<file path="src/rtl/rtc_comp_pkg.sv">
// Package: shared constants for the drift-compensated second tick.
// Assumes byte-wide registers decoded on an 8-bit offset bus.
package rtc_comp_pkg;
    localparam int REG_W        = 8;
    localparam int OFS_CTRL     = 'h40;
    localparam int OFS_COMP_LO  = 'h4C;
    localparam int OFS_COMP_HI  = 'h50;
    localparam int CTRL_AUTO_BIT = 2;

    typedef enum logic [1:0] {
        SEL_NONE    = 2'd0,
        SEL_CTRL    = 2'd1,
        SEL_COMP_LO = 2'd2,
        SEL_COMP_HI = 2'd3
    } reg_sel_e;
endpackage

</file>
<file path="src/rtl/rtc_comp_regs.sv">
// Module: rtc_comp_regs
// Holds the signed compensation value (two byte lanes) and the auto enable.
// Assumes single-cycle writes; reads are combinational from the offset.
module rtc_comp_regs
    import rtc_comp_pkg::*;
#(
    parameter int ADDR_W = 8,
    parameter int COMP_W = 16
) (
    input  logic              clk,
    input  logic              rst_n,
    input  logic              reg_wr,
    input  logic [ADDR_W-1:0] reg_addr,
    input  logic [REG_W-1:0]  reg_wdata,
    output logic [REG_W-1:0]  reg_rdata,
    output logic [COMP_W-1:0] comp_val,
    output logic              auto_en
);
    localparam int LANES = COMP_W / REG_W;

    reg_sel_e sel;

    // Decode the offset into a register select.
    always_comb begin
        unique case (int'(reg_addr))
            OFS_CTRL:    sel = SEL_CTRL;
            OFS_COMP_LO: sel = SEL_COMP_LO;
            OFS_COMP_HI: sel = SEL_COMP_HI;
            default:     sel = SEL_NONE;
        endcase
    end

    // One flop group per byte lane of the compensation value.
    for (genvar g = 0; g < LANES; g++) begin : g_lane
        localparam reg_sel_e LANE_SEL = (g == 0) ? SEL_COMP_LO : SEL_COMP_HI;
        logic [REG_W-1:0] lane_q;

        // Lane write: only its own select touches it.
        always_ff @(posedge clk) begin
            if (!rst_n)
                lane_q <= '0;
            else if (reg_wr && sel == LANE_SEL)
                lane_q <= reg_wdata;
        end

        assign comp_val[g*REG_W +: REG_W] = lane_q;
    end

    // Auto-compensation enable, taken from one bit of the control byte.
    always_ff @(posedge clk) begin
        if (!rst_n)
            auto_en <= 1'b0;
        else if (reg_wr && sel == SEL_CTRL)
            auto_en <= reg_wdata[CTRL_AUTO_BIT];
    end

    // Read mux; unmapped offsets and unused control bits return zero.
    always_comb begin
        reg_rdata = '0;
        unique case (sel)
            SEL_CTRL:    reg_rdata[CTRL_AUTO_BIT] = auto_en;
            SEL_COMP_LO: reg_rdata = comp_val[REG_W-1:0];
            SEL_COMP_HI: reg_rdata = comp_val[2*REG_W-1:REG_W];
            default:     reg_rdata = '0;
        endcase
    end
endmodule

</file>
<file path="src/rtl/rtc_len_calc.sv">
// Module: rtc_len_calc
// Computes the length of the next second in tick enables.
// Assumes LEN_W is wide enough for nominal plus the largest positive count.
module rtc_len_calc #(
    parameter int TICKS_PER_SEC = 32768,
    parameter int COMP_W        = 16,
    parameter int LEN_W         = 16
) (
    input  logic              apply,
    input  logic [COMP_W-1:0] comp_val,
    output logic [LEN_W-1:0]  next_len
);
    localparam int SUM_W = LEN_W + 1;
    localparam logic signed [SUM_W-1:0] NOM = SUM_W'(TICKS_PER_SEC);
    localparam logic signed [SUM_W-1:0] ONE = SUM_W'(1);

    logic signed [SUM_W-1:0] comp_ext;
    logic signed [SUM_W-1:0] sum;

    // Sign-extend the count and add it to the nominal length.
    always_comb begin
        comp_ext = {{(SUM_W-COMP_W){comp_val[COMP_W-1]}}, comp_val};
        sum      = NOM + comp_ext;
    end

    // Pick nominal or compensated length, clamping at one tick.
    always_comb begin
        if (!apply)
            next_len = NOM[LEN_W-1:0];
        else if (sum < ONE)
            next_len = ONE[LEN_W-1:0];
        else
            next_len = sum[LEN_W-1:0];
    end
endmodule

</file>
<file path="src/rtl/rtc_sec_divider.sv">
// Module: rtc_sec_divider
// Counts tick enables up to a per-second length and emits a one-cycle strobe.
// Assumes next_len is never zero; it is loaded at the edge ending a second.
module rtc_sec_divider #(
    parameter int TICKS_PER_SEC = 32768,
    parameter int LEN_W         = 16
) (
    input  logic             clk,
    input  logic             rst_n,
    input  logic             tick_en,
    input  logic [LEN_W-1:0] next_len,
    output logic             sec_strobe,
    output logic [LEN_W-1:0] period_len,
    output logic [LEN_W-1:0] tick_cnt
);
    localparam logic [LEN_W-1:0] NOM = LEN_W'(TICKS_PER_SEC);

    logic last_tick;

    // Final tick of the running second.
    always_comb last_tick = (tick_cnt == period_len - LEN_W'(1));

    // Counter, length latch and strobe register.
    always_ff @(posedge clk) begin
        if (!rst_n) begin
            tick_cnt   <= '0;
            period_len <= NOM;
            sec_strobe <= 1'b0;
        end else if (tick_en && last_tick) begin
            tick_cnt   <= '0;
            period_len <= next_len;
            sec_strobe <= 1'b1;
        end else begin
            sec_strobe <= 1'b0;
            if (tick_en)
                tick_cnt <= tick_cnt + LEN_W'(1);
        end
    end
endmodule

</file>
<file path="src/rtl/rtc_drift_tick.sv">
// Module: rtc_drift_tick (top)
// One-second tick from a 32768 Hz enable with hourly signed trim.
// Assumes on_hour comes from the calendar and is stable at second boundaries.
module rtc_drift_tick
    import rtc_comp_pkg::*;
#(
    parameter int TICKS_PER_SEC = 32768,
    parameter int COMP_W        = 16,
    parameter int ADDR_W        = 8
) (
    input  logic              clk,
    input  logic              rst_n,
    input  logic              tick_en,
    input  logic              on_hour,
    input  logic              reg_wr,
    input  logic [ADDR_W-1:0] reg_addr,
    input  logic [7:0]        reg_wdata,
    output logic [7:0]        reg_rdata,
    output logic              sec_strobe
);
    localparam int LEN_W = $clog2(TICKS_PER_SEC + 2**(COMP_W-1));

    logic [COMP_W-1:0] comp_val;
    logic              auto_en;
    logic              apply;
    logic [LEN_W-1:0]  next_len;
    logic [LEN_W-1:0]  period_len;
    logic [LEN_W-1:0]  tick_cnt;

    rtc_comp_regs #(.ADDR_W(ADDR_W), .COMP_W(COMP_W)) u_regs (
        .clk(clk), .rst_n(rst_n), .reg_wr(reg_wr), .reg_addr(reg_addr),
        .reg_wdata(reg_wdata), .reg_rdata(reg_rdata),
        .comp_val(comp_val), .auto_en(auto_en)
    );

    // Trim applies only when enabled and the calendar is on the hour.
    always_comb apply = auto_en & on_hour;

    rtc_len_calc #(.TICKS_PER_SEC(TICKS_PER_SEC), .COMP_W(COMP_W), .LEN_W(LEN_W)) u_len (
        .apply(apply), .comp_val(comp_val), .next_len(next_len)
    );

    rtc_sec_divider #(.TICKS_PER_SEC(TICKS_PER_SEC), .LEN_W(LEN_W)) u_div (
        .clk(clk), .rst_n(rst_n), .tick_en(tick_en), .next_len(next_len),
        .sec_strobe(sec_strobe), .period_len(period_len), .tick_cnt(tick_cnt)
    );
endmodule

</file>
<file path="config.mk">
export PLATFORM = sky130hd
export DESIGN_NAME = rtc_drift_tick
export DESIGN_NICKNAME = d
export VERILOG_FILES = /design/src/rtl/rtc_comp_pkg.sv /design/src/rtl/rtc_comp_regs.sv /design/src/rtl/rtc_len_calc.sv /design/src/rtl/rtc_sec_divider.sv /design/src/rtl/rtc_drift_tick.sv
export SDC_FILE = /design/constraint.sdc
export NUM_CORES = 1
export LEC_CHECK = 0
export BUFFER_PORTS_ARGS = -buffer_cell sky130_fd_sc_hd__buf_2
export CAP_MARGIN = 20
export CELL_PAD_IN_SITES_DETAIL_PLACEMENT = 1
export CELL_PAD_IN_SITES_GLOBAL_PLACEMENT = 1
export CORE_MARGIN = 3
export CORE_UTILIZATION = 38
export CTS_BUF_LIST = sky130_fd_sc_hd__clkbuf_16
export CTS_CLUSTER_SIZE = 24
export DETAILED_ROUTE_END_ITERATION = 10
export MAX_ROUTING_LAYER = met4
export PLACE_DENSITY_LB_ADDON = 0.12
export SYNTH_ARGS = -nofsm -noshare
export SYNTH_HDL_FRONTEND = slang
export SYNTH_HIERARCHICAL = 1
export SYNTH_SLANG_ARGS = --single-unit
</file>
<file path="constraint.sdc">
create_clock -name clk -period 3.01 [get_ports clk]
set_input_delay 0.1505 -clock clk [delete_from_list [all_inputs] [get_ports clk]]
set_output_delay 0.1505 -clock clk [all_outputs]
set_load 0.02 [all_outputs]
</file>
==> results.sh, run 1 <==
export IMPL_path_cells="inv_1, ha_1, or4b_4, or2_1, o41ai_1, o2111ai_1, nor4_4, buf_6, mux2i_1, nand2_1"
export IMPL_tns_ns=0
export IMPL_cp_slowest_cell="or4b_4"
export IMPL_finalCritPeriodShare_pct=90.08
export IMPL_cp_end_kind="flop"
export IMPL_wl_per_cell_um=15.66
export IMPL_grtUsageTotal_pct=17.46
export IMPL_ys_seq_area_share_pct=35.03
export IMPL_antenna_found_initial=0
export IMPL_reg2reg_slack_ns=0.30
export IMPL_cts_tree="yes"
export IMPL_ant_nets=0
export IMPL_cts_max_level=2
export IMPL_drtIter0Drc=67
export IMPL_final_layout_size_suffix_gt1_share_pct=15.65
export IMPL_finalClockSkew_ns=0.002486
export IMPL_grt_overflow_total=0
export IMPL_min_delay_worst_endpoint="u_regs/g_lane[1].lane_q[1]"
export IMPL_powerDensity_mw_per_mm2=403.5
export IMPL_numClockSinks=50
export IMPL_die_area_mm2=0.008597
export IMPL_min_period_ns=2.711
export IMPL_cts_buffers=5
export IMPL_clock_root_buffer="clkbuf_16"
export IMPL_io_buffers=29
export IMPL_worstSetupStartpoint="u_div/period_len[0]"
export IMPL_clockBufferDepth=2
export IMPL_cts_reportedPaths_clkPinSlew_ns=0.07
export IMPL_start_util_pct=40.50
export IMPL_required_ns=3.16
export IMPL_finalCoreUtilization_pct=45.14
export IMPL_worstHoldStart="reg_wdata[1]"
export IMPL_syn_num_nets=345
export IMPL_gp_congestion=0.7982
export IMPL_max_stage_delay_ns=0.51
export IMPL_irDropWorstVdd_v=0.0002025
export IMPL_holdPathStages=3
export IMPL_synth_enable_flop_cells=0
export IMPL_relSlewSlack_pct=56.13
export IMPL_cap_violations=0
export IMPL_max_freq_mhz=368.8
export IMPL_clk_latency_ns=0.29
export IMPL_yosysWarningCount=6
export IMPL_core_mm2=0.007057
export IMPL_hold_path_class="input pin to flop"
export IMPL_viasPerCell=5.222
export IMPL_netlist_area_mm2=0.002858
export IMPL_n_antenna_cell=0
export IMPL_total_leakage_power_uw=0.001310
export IMPL_status="finished, final reports clean"
export IMPL_synth_ff_type="dfxtp_1"
export IMPL_synthDistinctLibCells=55
export IMPL_io_pins=30
export IMPL_worstPathArrival_ns=2.86
export IMPL_crit_buf_inv=2
export IMPL_drc_errors=0
export IMPL_die_h_um=92.72
export IMPL_netlist_instances=322
export IMPL_avgSynthCellArea_um2=8.875
export IMPL_final_common_cell="dfxtp_1"
export IMPL_wirelength_um=6904
export IMPL_worstPathMaxFanout=17
export IMPL_r2r_start="u_div/period_len[0]"
export IMPL_fp_dieW_um=92.72
export IMPL_cts_resized=0
export IMPL_grt_pass1_vias=2377
export IMPL_grt_pass1_wl_um=11840
export IMPL_postCtsSetupRepairBufs=0
export IMPL_worst_slew_pin_slew_ns=0.6581
export IMPL_setup_viol=0
export IMPL_path_delay_family="simple AND/OR/NAND/NOR gates"
export IMPL_rr_endpoint="u_div/period_len[15]"
export IMPL_final_cell_mix="50 x dfxtp_1, 34 x nand2_1, 34 x mux2i_1, 29 x buf_2, 24 x nor2_1"
export IMPL_holdWs_ns=0.1309
export IMPL_area_delta_synth_final_pct=11.47
export IMPL_vias=2303
export IMPL_holdBufCountCts=0
export IMPL_ys_seq_elements=50
export IMPL_first_pass_iters=4
export IMPL_nNetsFinal=367
export IMPL_grt_max_degree=44
export IMPL_worst_setup_path_start_kind="flop"
export IMPL_rsz0062_at_grt="false"
export IMPL_async_reset_ff_share_pct=0
export IMPL_r2r_cells=10
export IMPL_final_hold_viol_count=0
export IMPL_num_rows=30
export IMPL_dp_hpwl_um=5162
export IMPL_slew_viol_final=0
export IMPL_path_class="flop to flop"
per-stage QoR:
stage	power [uW]	area [um2]	instances	setup slack, ns
detailed placement	745.5	3040	433	0.2293
global placement	744.2	3040	433	0.2659
global route	1342	3186	441	0.05958
finish	1286	3186	441	0.2987
floorplan	721.9	2858	322	0.4648
CTS	1304	3182	441	0.2071
state kept, by name, indices dropped and copies added (netlist names):
signal                cells
u_div/period_len         16
u_regs/auto_en            1
u_div/tick_cnt           16
u_regs/g_lane.lane_q     16
u_div/sec_strobe          1
worst max-delay path by stage:
stage                     cells after the start  slack [ns]                   end
final                                        10        0.30  u_div/period_len[15]
after global routing                         10        0.06   u_div/period_len[1]
after CTS                                     9        0.21  u_div/period_len[15]
after detailed placement                      9        0.23  u_div/period_len[15]
after global placement                       10        0.27  u_div/period_len[15]
after floorplan                              11        0.46     u_div/tick_cnt[5]
logic make-up after synthesis:
kind of cell    count (synthesis)  synth area share (%)
flops                          50                 35.03
xor+xnor                       33                 10.11
compound gates                 28                 6.524
buf+inv                        19                 4.115
mux                            34                 11.91
fa+ha+maj                       2                0.8755
simple gates                  156                 31.44
where the power goes:
group          switching, uW  leakage [uW]  internal [uW]
clock network            252     0.0000672            304
registers               4.44      0.000403            664
logic                   36.7      0.000840           23.8
tightest hold or removal path, cell delays in order:
cell and delay (ns):
buf_2 0.09, nand2_1 0.06, mux2i_1 0.06
cells in the mapped netlist, drive strengths merged (2+ instances only):
| master | number | area, um2 |
|---|---|---|
| a21oi | 9 | 45.04 |
| a31oi | 2 | 12.51 |
| and2 | 19 | 126.4 |
| and3 | 5 | 31.28 |
| and4bb | 2 | 25.02 |
| buf | 7 | 71.31 |
| clkbuf | 9 | 35.03 |
| dfxtp | 50 | 1001 |
| ha | 2 | 25.02 |
| inv | 3 | 11.26 |
| mux2i | 34 | 340.3 |
| nand2 | 34 | 127.6 |
| nand2b | 2 | 12.51 |
| nand3 | 21 | 110.1 |
| nand4 | 6 | 52.55 |
| nor2 | 24 | 90.09 |
| nor2b | 18 | 112.6 |
| nor3 | 4 | 25.02 |
| nor3b | 2 | 20.02 |
| nor4 | 7 | 50.05 |
| nor4b | 3 | 41.29 |
| o21ai | 5 | 25.02 |
| o41ai | 2 | 17.52 |
| or2 | 2 | 12.52 |
| or3 | 2 | 12.51 |
| or4 | 3 | 26.27 |
| xnor2 | 13 | 113.9 |
| xor2 | 20 | 175.2 |
metal layers:
metal / part of all wire (%) / global-route usage (%) / vias up
met1: 50 / 23.26 / 1105
li1: - / - / 1163
met5: 0 / - / -
met3: 2.1 / 3.006 / 7
met2: 47 / 27.92 / 28
met4: 0.94 / 3.785 / 0
layout make-up:
class,count,area [um2]
tap,96,120.1
fill,904,3871
clock inverter,3,16.27
sequential,50,1001
inverter,3,11.26
multi-input combinational,253,1748
clock buffer,5,125.1
timing repair buffer,31,163.9
(Power assumes the default switching activity.)
==> run 2: changes to the inputs <==
--- a/config.mk
+++ b/config.mk
@@ -16,6 +16,7 @@
 export DETAILED_ROUTE_END_ITERATION = 10
 export MAX_ROUTING_LAYER = met4
 export PLACE_DENSITY_LB_ADDON = 0.12
+export REMOVE_ABC_BUFFERS = 1
 export SYNTH_ARGS = -nofsm -noshare
 export SYNTH_HDL_FRONTEND = slang
 export SYNTH_HIERARCHICAL = 1
==> run 2 against run 1 <==
Clock-buffer cell count unchanged. Critical path depth unchanged. Wire length decreased by 0.56%. Worst setup slack got worse by 0.038 ns. Fmax decreased by 1.4%. Sequential share of layout area about the same. Design area decreased by 0.12%. Die area unchanged. Flip-flop and latch count unchanged. Register-to-register slack got worse by 0.04 ns. Utilization decreased by 0.053 points.
==> results.sh, run 2 (synthesis gave the netlist of run 1 again) <==
export IMPL_timing_final_ws_setup_ns=0.2610
export IMPL_final_hold_viol_count=0
export IMPL_wirelength_um=6865
export IMPL_final_layout_size_suffix_gt1_share_pct=15.36
export IMPL_n_antenna_cell=0
export IMPL_r2r_cells=10
export IMPL_numClockSinks=50
export IMPL_min_delay_worst_endpoint="u_regs/g_lane[1].lane_q[7]"
export IMPL_path_class="flop to flop"
export IMPL_postCtsSetupRepairBufs=0
export IMPL_io_buffers=29
export IMPL_die_area_mm2=0.008597
export IMPL_rr_endpoint="u_div/period_len[6]"
export IMPL_reg2reg_slack_ns=0.26
export IMPL_core_mm2=0.007057
export IMPL_worstHoldStart="reg_wdata[7]"
export IMPL_required_ns=3.18
export IMPL_cts_reportedPaths_clkPinSlew_ns=0.07
export IMPL_setup_viol=0
export IMPL_cts_buffers=5
export IMPL_clock_root_buffer="clkbuf_16"
export IMPL_nNetsFinal=367
export IMPL_reg_top3="u_div/period_len x16, u_div/tick_cnt x16, u_regs/g_lane.lane_q x16"
export IMPL_cp_end_kind="flop"
export IMPL_vias=2300
export IMPL_gp_congestion=0.7648
export IMPL_die_h_um=92.72
export IMPL_wl_met3_um=219
export IMPL_final_common_cell="dfxtp_1"
export IMPL_drc_errors=0
export IMPL_fill_cells=877
export IMPL_total_leakage_power_uw=0.001315
export IMPL_drtIter0Drc=58
export IMPL_min_period_ns=2.749
export IMPL_grt_overflow_total=0
export IMPL_r2r_start="u_div/period_len[0]"
export IMPL_status="finished, final reports clean"
export IMPL_worst_setup_path_start_kind="flop"
export IMPL_hold_path_class="input pin to flop"
export IMPL_dp_slack_ns=0.2038
export IMPL_grt_pass1_vias=2431
export IMPL_grtUsageTotal_pct=17.23
export IMPL_wirelength_met1_um=3349
export IMPL_fp_dieW_um=92.72
export IMPL_start_util_pct=40.50
export IMPL_final_cell_mix="50 x dfxtp_1, 34 x nand2_1, 34 x mux2i_1, 29 x buf_2, 24 x nor2_1"
export IMPL_top_layer="met4"
export IMPL_dp_hpwl_um=5117
export IMPL_finalCritPeriodShare_pct=91.33
export IMPL_ant_nets=0
export IMPL_max_freq_mhz=363.8
export IMPL_worstPathMaxFanout=17
export IMPL_tns_ns=0
export IMPL_wl_per_cell_um=15.57
export IMPL_worst_slew_pin_slew_ns=0.6558
export IMPL_path_cells="inv_1, ha_1, or4b_4, or2_1, o41ai_1, o21ai_0, nor4_4, buf_6, mux2i_1, nor2b_1"
export IMPL_num_rows=30
export IMPL_relSlewSlack_pct=56.28
export IMPL_max_stage_delay_ns=0.51
export IMPL_finalCoreUtilization_pct=45.09
export IMPL_viasPerCell=5.215
export IMPL_rsz0062_at_grt="false"
export IMPL_cap_violations=0
export IMPL_clk_latency_ns=0.28
export IMPL_io_pins=30
export IMPL_cp_slowest_cell="or4b_4"
export IMPL_finalClockSkew_ns=0.006429
export IMPL_slew_viol_final=0
export IMPL_powerDensity_mw_per_mm2=398.8
export IMPL_grt_pass1_wl_um=11740
export IMPL_first_pass_iters=6
export IMPL_cts_tree="yes"
export IMPL_wl_met2_um=3237
export IMPL_irDropWorstVdd_v=0.0002377
export IMPL_antenna_found_initial=0
export IMPL_cts_max_level=2
export IMPL_grt_max_degree=44
export IMPL_worstPathArrival_ns=2.92
export IMPL_placed_area_mm2=0.003040
export IMPL_area_delta_synth_final_pct=11.34
export IMPL_holdPathStages=3
export IMPL_finalInstanceArea_mm2=0.003182
export IMPL_clockBufferDepth=2
run 2: cell types whose count changed in the layout (fill, tap and decap cells not counted), sizes merged:
cell      change
inv           +1
clkinvlp      -1
run 2: per-layer routing:
layer / vias up / global-route usage, %
li1: 1165 / -
met1: 1090 / 21.61
met2: 39 / 29.24
met3: 6 / 3.087
met4: 0 / 3.419
met5: - / -
run 2: layout make-up:
| cell class | count | area [um2] | area share, % |
|---|---|---|---|
| tap | 96 | 120.1 | 3.775 |
| clock inverter | 3 | 12.51 | 0.3932 |
| inverter | 3 | 11.26 | 0.3539 |
| clock buffer | 5 | 125.1 | 3.932 |
| sequential | 50 | 1001 | 31.46 |
| timing repair buffer | 31 | 163.9 | 5.151 |
| multi-input combinational | 253 | 1748 | 54.94 |
run 2: stage by stage:
| stage | hold WS [ns] | total power (uW) | cells |
|---|---|---|---|
| after floorplan | 0.2124 | 708.4 | 306 |
| after global placement | 0.4278 | 742.7 | 433 |
| after detailed placement | 0.4406 | 743.6 | 433 |
| after CTS | 0.1418 | 1283 | 441 |
| after global routing | 0.1515 | 1326 | 441 |
| final | 0.1423 | 1269 | 441 |
run 2: how the worst max path moves through the flow:
stage	start	endpoint
2_1_floorplan	u_div/period_len[0]	u_div/tick_cnt[0]
3_3_place_gp	u_div/period_len[0]	u_div/period_len[15]
3_5_place_dp	u_div/period_len[0]	u_div/period_len[15]
4_1_cts	u_div/period_len[0]	u_div/period_len[6]
5_1_grt	u_div/period_len[0]	u_div/period_len[6]
6_report	u_div/period_len[0]	u_div/period_len[6]
run 2: power by group:
group / leakage (uW) / switching [uW] / total, uW / internal, uW
Combinational: 0.000840 / 35.1 / 58.9 / 23.7
Clock: 0.0000724 / 240 / 541 / 301
Sequential: 0.000403 / 4.30 / 669 / 664
Total: 0.00132 / 279 / 1270 / 989
run 2: critical path, delay by kind of cell, from the launching register on:
family / cells / cell delay (ns)
AO/OA/AOI/OAI: 2 / 0.45
adder cells (fa/ha/maj): 1 / 0.22
buffers and inverters: 2 / 0.33
flip-flops: 1 / 0.36
multiplexers: 1 / 0.24
AND/OR/NAND/NOR: 4 / 1.04
run 2: repair_timing:
action                                 CTS  global route
resized for setup                        0             1
endpoints found under the hold margin    0             0
setup endpoints to repair                0            10
hold buffers                             0             0
==> run 3: changes to the inputs <==
--- a/config.mk
+++ b/config.mk
@@ -14,7 +14,6 @@
 export CTS_BUF_LIST = sky130_fd_sc_hd__clkbuf_16
 export CTS_CLUSTER_SIZE = 24
 export DETAILED_ROUTE_END_ITERATION = 10
-export MAX_ROUTING_LAYER = met4
 export PLACE_DENSITY_LB_ADDON = 0.12
 export REMOVE_ABC_BUFFERS = 1
 export SYNTH_ARGS = -nofsm -noshare
==> run 3 against run 2 <==
Wire length rose by 0.28%. Critical path depth did not move. Fmax fell by 0.43%. Clock skew barely moved.
==> results.sh, run 3 (synthesis gave the netlist of run 1 again) <==
export IMPL_worstHoldStart="reg_wdata[7]"
export IMPL_irDropWorstVdd_v=0.0002370
export IMPL_cts_buffers=5
export IMPL_min_period_ns=2.761
export IMPL_path_delay_family="simple AND/OR/NAND/NOR gates"
export IMPL_dp_slack_ns=0.2038
export IMPL_finalInstanceArea_mm2=0.003182
export IMPL_final_layout_size_suffix_gt1_share_pct=15.36
export IMPL_vias=2303
export IMPL_wirelength_um=6884
export IMPL_rr_endpoint="u_div/period_len[6]"
export IMPL_finalCritPeriodShare_pct=91.72
export IMPL_gp_congestion=0.7550
export IMPL_clock_root_buffer="clkbuf_16"
export IMPL_max_stage_delay_ns=0.51
export IMPL_io_buffers=29
export IMPL_total_leakage_power_uw=0.001315
export IMPL_max_freq_mhz=362.2
export IMPL_rsz0062_at_grt="false"
export IMPL_relSlewSlack_pct=56.58
export IMPL_finalCoreUtilization_pct=45.09
export IMPL_area_delta_synth_final_pct=11.34
export IMPL_clk_latency_ns=0.28
export IMPL_start_util_pct=40.50
export IMPL_hold_path_class="input pin to flop"
export IMPL_cts_tree="yes"
export IMPL_r2r_cells=10
export IMPL_grt_max_degree=44
export IMPL_finalClockSkew_ns=0.006099
export IMPL_num_rows=30
export IMPL_dp_hpwl_um=5117
export IMPL_grt_overflow_total=0
export IMPL_powerDensity_mw_per_mm2=398.7
export IMPL_die_area_mm2=0.008597
export IMPL_required_ns=3.18
export IMPL_timing_final_ws_setup_ns=0.2493
export IMPL_worst_setup_path_start_kind="flop"
export IMPL_cap_violations=0
export IMPL_final_common_cell="dfxtp_1"
export IMPL_core_mm2=0.007057
export IMPL_grt_pass1_vias=2430
export IMPL_reg_top3="u_div/period_len x16, u_div/tick_cnt x16, u_regs/g_lane.lane_q x16"
export IMPL_antenna_found_initial=0
export IMPL_die_h_um=92.72
export IMPL_postCtsSetupRepairBufs=0
export IMPL_ant_nets=0
export IMPL_min_delay_worst_endpoint="u_regs/g_lane[1].lane_q[7]"
export IMPL_numClockSinks=50
export IMPL_tns_ns=0
export IMPL_path_cells="inv_1, ha_1, or4b_4, or2_1, o41ai_1, o21ai_0, nor4_4, buf_6, mux2i_1, nor2b_1"
export IMPL_final_cell_mix="50 x dfxtp_1, 34 x nand2_1, 34 x mux2i_1, 29 x buf_2, 24 x nor2_1"
export IMPL_slew_viol_final=0
export IMPL_cp_slowest_cell="or4b_4"
export IMPL_grtUsageTotal_pct=16.84
export IMPL_first_pass_iters=6
export IMPL_worstPathArrival_ns=2.93
export IMPL_worstPathMaxFanout=17
export IMPL_grt_pass1_wl_um=11760
export IMPL_r2r_start="u_div/period_len[0]"
export IMPL_final_hold_viol_count=0
export IMPL_drtIter0Drc=58
export IMPL_cp_end_kind="flop"
export IMPL_holdPathStages=3
export IMPL_status="finished, final reports clean"
export IMPL_setup_viol=0
export IMPL_cts_max_level=2
export IMPL_path_class="flop to flop"
export IMPL_worst_slew_pin_slew_ns=0.6512
export IMPL_n_antenna_cell=0
export IMPL_io_pins=30
export IMPL_drc_errors=0
export IMPL_viasPerCell=5.222
export IMPL_nNetsFinal=367
export IMPL_reg2reg_slack_ns=0.25
export IMPL_cts_reportedPaths_clkPinSlew_ns=0.07
export IMPL_crit_buf_inv=2
export IMPL_placed_area_mm2=0.003040
export IMPL_wl_per_cell_um=15.61
export IMPL_fp_dieW_um=92.72
export IMPL_clockBufferDepth=2
-- run 3: layer usage --
layer	vias up	wire, um	global-route usage (%)
met5	-	0	0
met2	38	3252	29.24
li1	1166	-	-
met1	1095	3376	21.66
met3	4	211	3.818
met4	0	45	2.686
-- run 3: timing repair --
action | in CTS | in global routing
gates resized for setup | 0 | 1
setup endpoints to repair | 0 | 10
hold buffers | 0 | 0
-- run 3: worst max path at each step --
| stage | slack, ns | to | from | cells after the start |
|---|---|---|---|---|
| final | 0.25 | u_div/period_len[6] | u_div/period_len[0] | 10 |
| after global routing | 0.02 | u_div/period_len[6] | u_div/period_len[0] | 10 |
| after CTS | 0.17 | u_div/period_len[6] | u_div/period_len[0] | 10 |
| after detailed placement | 0.20 | u_div/period_len[15] | u_div/period_len[0] | 10 |
| after global placement | 0.27 | u_div/period_len[15] | u_div/period_len[0] | 10 |
| after floorplan | -0.72 | u_div/tick_cnt[0] | u_div/period_len[0] | 8 |
-- run 3: worst register-to-register path, cell delays in order (launching register included) --
cell     delay, ns
dfxtp_1       0.36
inv_1         0.07
ha_1          0.22
or4b_4        0.51
or2_1         0.26
o41ai_1       0.23
o21ai_0       0.22
nor4_4        0.20
buf_6         0.26
mux2i_1       0.25
nor2b_1       0.07
-- run 3: cell type report --
type	count	area [um2]
Timing Repair Buffer	31	163.9
Fill cell	877	3875
Tap cell	96	120.1
Clock buffer	5	125.1
Sequential cell	50	1001
Multi-Input combinational cell	253	1748
Inverter	3	11.26
Clock inverter	3	12.51
-- run 3: power breakdown --
part | total, uW | internal, uW | switching [uW]
clock network | 541 | 301 | 240
logic | 58.9 | 23.7 | 35.1
registers | 669 | 664 | 4.30
total | 1270 | 989 | 279
-- run 3: stage by stage --
step	instances	hold WS (ns)	total power (uW)
2_1_floorplan	306	0.2124	708.4
3_3_place_gp	433	0.4278	742.7
3_5_place_dp	433	0.4406	743.6
4_1_cts	441	0.1418	1283
5_1_grt	441	0.1490	1329
6_report	441	0.1427	1268
